**src/rtl/msg_addr_pkg.sv**
```systemverilog
package msg_addr_pkg;
    localparam int ADDR_W   = 16;
    localparam int REGION_W = 2;
    localparam int BANK_W   = ADDR_W - 1;
    localparam int OFFS_W   = ADDR_W - REGION_W;

    typedef struct packed {
        logic [ADDR_W-1:0] addr;
    } ctr_state_t;
endpackage

```
**src/rtl/region_counter.sv**
```systemverilog
module region_counter
    import msg_addr_pkg::*;
(
    input  logic                clk,
    input  logic                rst_n,
    input  logic                load,
    input  logic                incr,
    input  logic [REGION_W-1:0] msg_num,
    output logic [ADDR_W-1:0]   addr
);
    ctr_state_t st_d, st_q;

    always_comb begin
        st_d = st_q;
        if (load)
            st_d.addr = {msg_num, {OFFS_W{1'b0}}};
        else if (incr)
            st_d.addr = st_q.addr + 1'b1;
    end

    always_ff @(posedge clk) begin
        if (!rst_n) st_q <= '0;
        else        st_q <= st_d;
    end

    assign addr = st_q.addr;

    assert_reset_R1: assert property (@(posedge clk)
        $past(!rst_n) |-> st_q.addr == '0);
    assert_load_R2: assert property (@(posedge clk) disable iff (!rst_n)
        $past(load) && $past(rst_n) |-> st_q.addr == {$past(msg_num), {OFFS_W{1'b0}}});
    assert_incr_R3: assert property (@(posedge clk) disable iff (!rst_n)
        $past(incr) && !$past(load) && $past(rst_n) |-> st_q.addr == $past(st_q.addr) + 1'b1);
    assert_hold_R5: assert property (@(posedge clk) disable iff (!rst_n)
        !$past(incr) && !$past(load) && $past(rst_n) |-> $stable(st_q.addr));
endmodule

```
**src/rtl/region_exit.sv**
```systemverilog
module region_exit
    import msg_addr_pkg::*;
(
    input  logic [ADDR_W-1:0]   addr,
    input  logic [REGION_W-1:0] msg_num,
    output logic                done
);
    logic [REGION_W-1:0] diff;

    always_comb begin
        diff = addr[ADDR_W-1 -: REGION_W] ^ msg_num;
        done = |diff;
    end
endmodule

```
**src/rtl/bank_select.sv**
```systemverilog
module bank_select
    import msg_addr_pkg::*;
(
    input  logic [ADDR_W-1:0] addr,
    input  logic              cs_n,
    input  logic              we_n,
    output logic [BANK_W-1:0] bank_addr,
    output logic              bank0_cs_n,
    output logic              bank1_cs_n,
    output logic              bank_we_n
);
    always_comb begin
        bank_addr  = addr[BANK_W-1:0];
        bank0_cs_n = cs_n | addr[ADDR_W-1];
        bank1_cs_n = cs_n | ~addr[ADDR_W-1];
        bank_we_n  = we_n;
    end

    always_comb begin
        assert_onehot_cs_R7: assert (!(bank0_cs_n === 1'b0 && bank1_cs_n === 1'b0));
    end
endmodule

```
**src/rtl/msg_addr_gen.sv**
```systemverilog
module msg_addr_gen
    import msg_addr_pkg::*;
(
    input  logic                clk,
    input  logic                rst_n,
    input  logic                load,
    input  logic                incr,
    input  logic [REGION_W-1:0] msg_num,
    input  logic                cs_n,
    input  logic                we_n,
    output logic [ADDR_W-1:0]   addr,
    output logic                done,
    output logic [BANK_W-1:0]   bank_addr,
    output logic                bank0_cs_n,
    output logic                bank1_cs_n,
    output logic                bank_we_n
);
    region_counter u_ctr (
        .clk(clk), .rst_n(rst_n), .load(load), .incr(incr),
        .msg_num(msg_num), .addr(addr)
    );

    region_exit u_exit (
        .addr(addr), .msg_num(msg_num), .done(done)
    );

    bank_select u_bank (
        .addr(addr), .cs_n(cs_n), .we_n(we_n), .bank_addr(bank_addr),
        .bank0_cs_n(bank0_cs_n), .bank1_cs_n(bank1_cs_n), .bank_we_n(bank_we_n)
    );

    assert_load_prio_R4: assert property (@(posedge clk) disable iff (!rst_n)
        $past(load) && $past(incr) && $past(rst_n) |-> addr[OFFS_W-1:0] == '0);
    assert_done_after_load_R6: assert property (@(posedge clk) disable iff (!rst_n)
        $past(load) && $past(rst_n) && $stable(msg_num) |-> !done);
    assert_bank_sel_R7: assert property (@(posedge clk) disable iff (!rst_n)
        !cs_n |-> (bank0_cs_n != bank1_cs_n));
endmodule

```
**config.mk**
```make
export PLATFORM = sky130hd
export DESIGN_NAME = msg_addr_gen
export DESIGN_NICKNAME = d
export VERILOG_FILES = /design/src/rtl/msg_addr_pkg.sv /design/src/rtl/region_counter.sv /design/src/rtl/region_exit.sv /design/src/rtl/bank_select.sv /design/src/rtl/msg_addr_gen.sv
export SDC_FILE = /design/constraint.sdc
export NUM_CORES = 1
export LEC_CHECK = 0
export BUFFER_PORTS_ARGS = -buffer_cell sky130_fd_sc_hd__buf_2
export CAP_MARGIN = 10
export CORE_MARGIN = 8
export CORE_UTILIZATION = 48
export CTS_CLUSTER_DIAMETER = 40
export CTS_CLUSTER_SIZE = 16
export DETAILED_ROUTE_END_ITERATION = 12
export PLACE_DENSITY = 0.82
export REMOVE_ABC_BUFFERS = 1
export SYNTH_ARGS = -nofsm -noshare
export SYNTH_HDL_FRONTEND = slang
export SYNTH_SLANG_ARGS = --single-unit
```
**constraint.sdc**
```tcl
create_clock -name clk -period 2.24 [get_ports clk]
set_input_delay 0.224 -clock clk [delete_from_list [all_inputs] [get_ports clk]]
set_output_delay 0.224 -clock clk [all_outputs]
set_load 0.01 [all_outputs]
```
* Word-level counts from Yosys, hierarchy flattened *
Cells that the tools add are included.

cells by class
  shift operators = 0
  equal/unequal tests = 0
  $lt $le $gt $ge = 0
  add/sub/neg operators = 1
  reductions and logical operators = 3
  bitwise operators = 5
  multiply operators = 0
  div/mod/pow operators = 0
  mux-type cells = 2

operator list
  operator                 number
  $mux W16                 2
  $add A16 B1 Y16 const B  1
  $reduce_or A2 Y1         2
  $not A1 Y1               2
  $or A1 B1 Y1             2
  $reduce_bool A2 Y1       1
  $xor A2 B2 Y2            1

word-level totals
  input bits = 8
  RAM bits = 0
  register bits after elaboration = 16
  memories kept = 0
  memory bits (read-only) = 0
  bits in latches = 0

* Longest topological paths before layout *
  depth in word-level cells = 3
  gate-level depth with buffers = 5
  gate-level depth less buffers = 5

* Hierarchy *
A second synthesis with hierarchy kept.

second synthesis, totals
  cells, all modules = 104
  area, all modules = 885.8 um2

by module, submodules not included
  module          times used  sequential area each (um2)  area each (um2)  cells each
  region_counter  1           320.3                       732.0            83
  bank_select     1           0.0                         132.6            18
  region_exit     1           0.0                         21.3             3

* Worst setup path before layout *
Ideal clock, no wire load.

  path type = flip-flop to flip-flop
  start = register u_ctr.st_q, in the netlist u_ctr.addr[3]
  end = register u_ctr.st_q, in the netlist u_ctr.addr[13]
  cell stages (with the launch flop) = 5
  required time = 2.170 ns
  setup time = 0.070 ns
  buffers on the path = 0
  setup slack = 0.772 ns
  period minus slack after synthesis = 1.468 ns
  data arrival time = 1.398 ns
  path through = dfxtp_1 > and4_4 > nand2_2 > or4_1 > a21oi_1

on the way
  cells in the longest elaborated chain, start to end = 1

ends and longest elaborated chain
  what                      RTL line              RTL
  start: declaration        region_counter.sv:11  ctr_state_t st_d, st_q;
  start signal: assignment  region_counter.sv:23  else st_q <= st_d;
  $add A16 B1 Y16           region_counter.sv:18  st_d.addr = st_q.addr + 1'b1;

No other way between the ends.
A chain may end at the register's enable or synchronous reset.

* Final worst setup path *
Ends and elaborated chain as after synthesis.

==> impl_metrics.ini <==
[global_routing]
overflow = 0
grt_max_degree = 15
grtUsageTotal_pct = 12.97
antenna_found_initial = 0
grt_pass1_vias = 756
grt_pass1_wl_um = 3567

[cts]
clock_sinks = 16
postCtsSetupRepairBufs = 0
postCtsHoldBufs = 0
clockRootBuffer = clkbuf_4
cts_max_path_buffers = 2
cts_tree = yes
clock_latency_ns = 0.29
post_cts_resized = 0
clk_pin_slew_ns = 0.10
cts_buffers = 3
cts_max_level = 1

[timing]
rsz0062_at_grt = false
relSlewSlack_pct = 69.82
worst_pin_slew_ns = 0.4517
finalSetupTns_ns = 0
fmax_mhz = 655.7
timing.final.crit_share_pct = 68.09
hold_viol = 0
final_max_slew_viol_count = 0
period_needed_ns = 1.525
setup_viol_count_final = 0
finClkSkew_ns = 0.004952

[route]
wl_um = 2206
first_pass_iters = 4
drtIter0Drc = 33
via_per_inst = 5.208
ant_nets = 0
drc = 0
route.detailed.wl_per_inst_um = 13.87
vias = 828

[cells_and_area]
design_area_um2 = 1046
largest_reg_flops = 16
area_growth_pct = 14.52
diodes = 0
drive_above_1_share_pct = 35.82
nets = 144

[worst_setup_path]
critical_path_arrival_ns = 1.75
critPathMaxFanout = 8
critical_path_class = flop to flop
slowest_stage = dfxtp_1
r2r_cells = 4
required_ns = 2.46
critPathCaptureType = flop
max_stage_delay_ns = 0.47
critical_path.cell_chain = and4_4 -> nand2_2 -> or4_1 -> a21oi_1
cp-start-kind = flop

[synthesis]
mappedNetlistArea_um2 = 913.4
netlist.area_leader.share_pct = 35.07
avgSynthCellArea_um2 = 8.457
async_flop_share_pct = 0
yosys.area.top_type = dfxtp_1
synth_edf_count = 0
synth_common_cells = buf_4 (16), dfxtp_1 (16), nor2_1 (12), nand2_1 (10), nand4_1 (9)
ys_types = 26
yosysSeqAreaShare_pct = 35.07
ys_seq_elements = 16
syn_inst = 108
synth_ff_type = dfxtp_1
yosys-top-cells-area = dfxtp_1 (35%), buf_4 (13%), xor2_1 (7.7%), xnor2_1 (6.7%), nand4_1 (6.2%)
yosys_warnings = 0

[power]
leakage_nw = 0.4842
vdd_drop_max_v = 0.0002786
powerDensity_nw_per_um2 = 515.1

[floorplanning]
die_h_um = 59.62
num_rows = 15
start_util_pct = 51.77
dieWidth_um = 59.62
core_um2 = 1764
num_io_pins = 43
die_area_um2 = 3555

[outcome]
status = finished clean

[placed_design]
io_buffers = 40
hpwl_um = 1656
gp_congestion = 0.8682
place_area_um2 = 1010

[job]
cap_violations = 0

[hold_path]
hold_depth = 3
worstHoldPathType = input port to flop
-- layout make-up --
cell class / instances / area, um2
clock buffer: 4 / 36.28
sequential: 16 / 320.3
multi-input combinational: 72 / 450.4
tap: 25 / 31.28
timing repair buffer: 40 / 200.2
fill: 172 / 718.2
inverter: 2 / 7.507
-- cell families (layout without fill, tap and decap cells) --
kind of cell / count (synthesis) / in the layout / synth area share (%)
xor gates and xnor gates: 15 / 15 / 14.38
and+or+nand+nor: 46 / 46 / 26.71
adders and majority gates: 1 / 1 / 1.370
DFF: 16 / 16 / 35.07
buffers and inverters: 20 / 46 / 15.62
muxes: 2 / 2 / 2.192
AOI/OAI and AO/OA: 8 / 8 / 4.657
-- path summary, 6_finish.rpt --
path	end	start	slack, ns
max reg2reg	u_ctr.addr[13]$_SDFFE_PP0P_	u_ctr.addr[3]$_SDFFE_PP0P_	0.71
max	u_ctr.addr[13]$_SDFFE_PP0P_	u_ctr.addr[3]$_SDFFE_PP0P_	0.71
min reg2reg	u_ctr.addr[13]$_SDFFE_PP0P_	u_ctr.addr[13]$_SDFFE_PP0P_	0.52
min	u_ctr.addr[14]$_SDFFE_PN0P_	rst_n	0.21
-- layer usage --
layer	global-route usage, %	part of all wire [%]
met5	0	0
met2	21.57	51
met3	2.169	4.9
met1	14.50	40
met4	9.184	4.3
-- report_power, final --
group	switching [mW]	internal [mW]	leakage, nW
Combinational	0.0266	0.0212	0.334
Sequential	0.00575	0.288	0.129
Clock	0.0983	0.0991	0.0210
-- layout by cell type (no fill, tap or decap), types with 3 or more instances in the layout --
master    netlist  final
nand4_1         9      9
clkbuf_4        0      3
a21oi_1         3      3
nand2_1        10     10
nor2_1         12     12
dfxtp_1        16     16
o21ai_0         4      4
xor2_1          8      8
buf_2           0     40
xnor2_1         7      7
-- worst max-delay path, delay by kind of cell (launching register included) --
| kind | cells | cell delay, ns |
|---|---|---|
| AND/OR/NAND/NOR | 3 | 0.84 |
| AO/OA/AOI/OAI | 1 | 0.14 |
| flip-flops | 1 | 0.47 |
-- stage by stage --
step	power [mW]	utilization [%]	setup WS, ns	cells	hold WS (ns)
after floorplan	0.3240	-	0.7000	90	0.3624
after global placement	0.3458	57.23	0.7456	155	0.4481
after detailed placement	0.3472	57.23	0.7598	155	0.4481
after CTS	0.5412	59.29	0.7323	159	0.2061
after global routing	0.5695	59.29	0.5800	159	0.2177
final	0.5388	59.29	0.7148	159	0.2108
No activity file was read; power rests on OpenSTA's default activity.
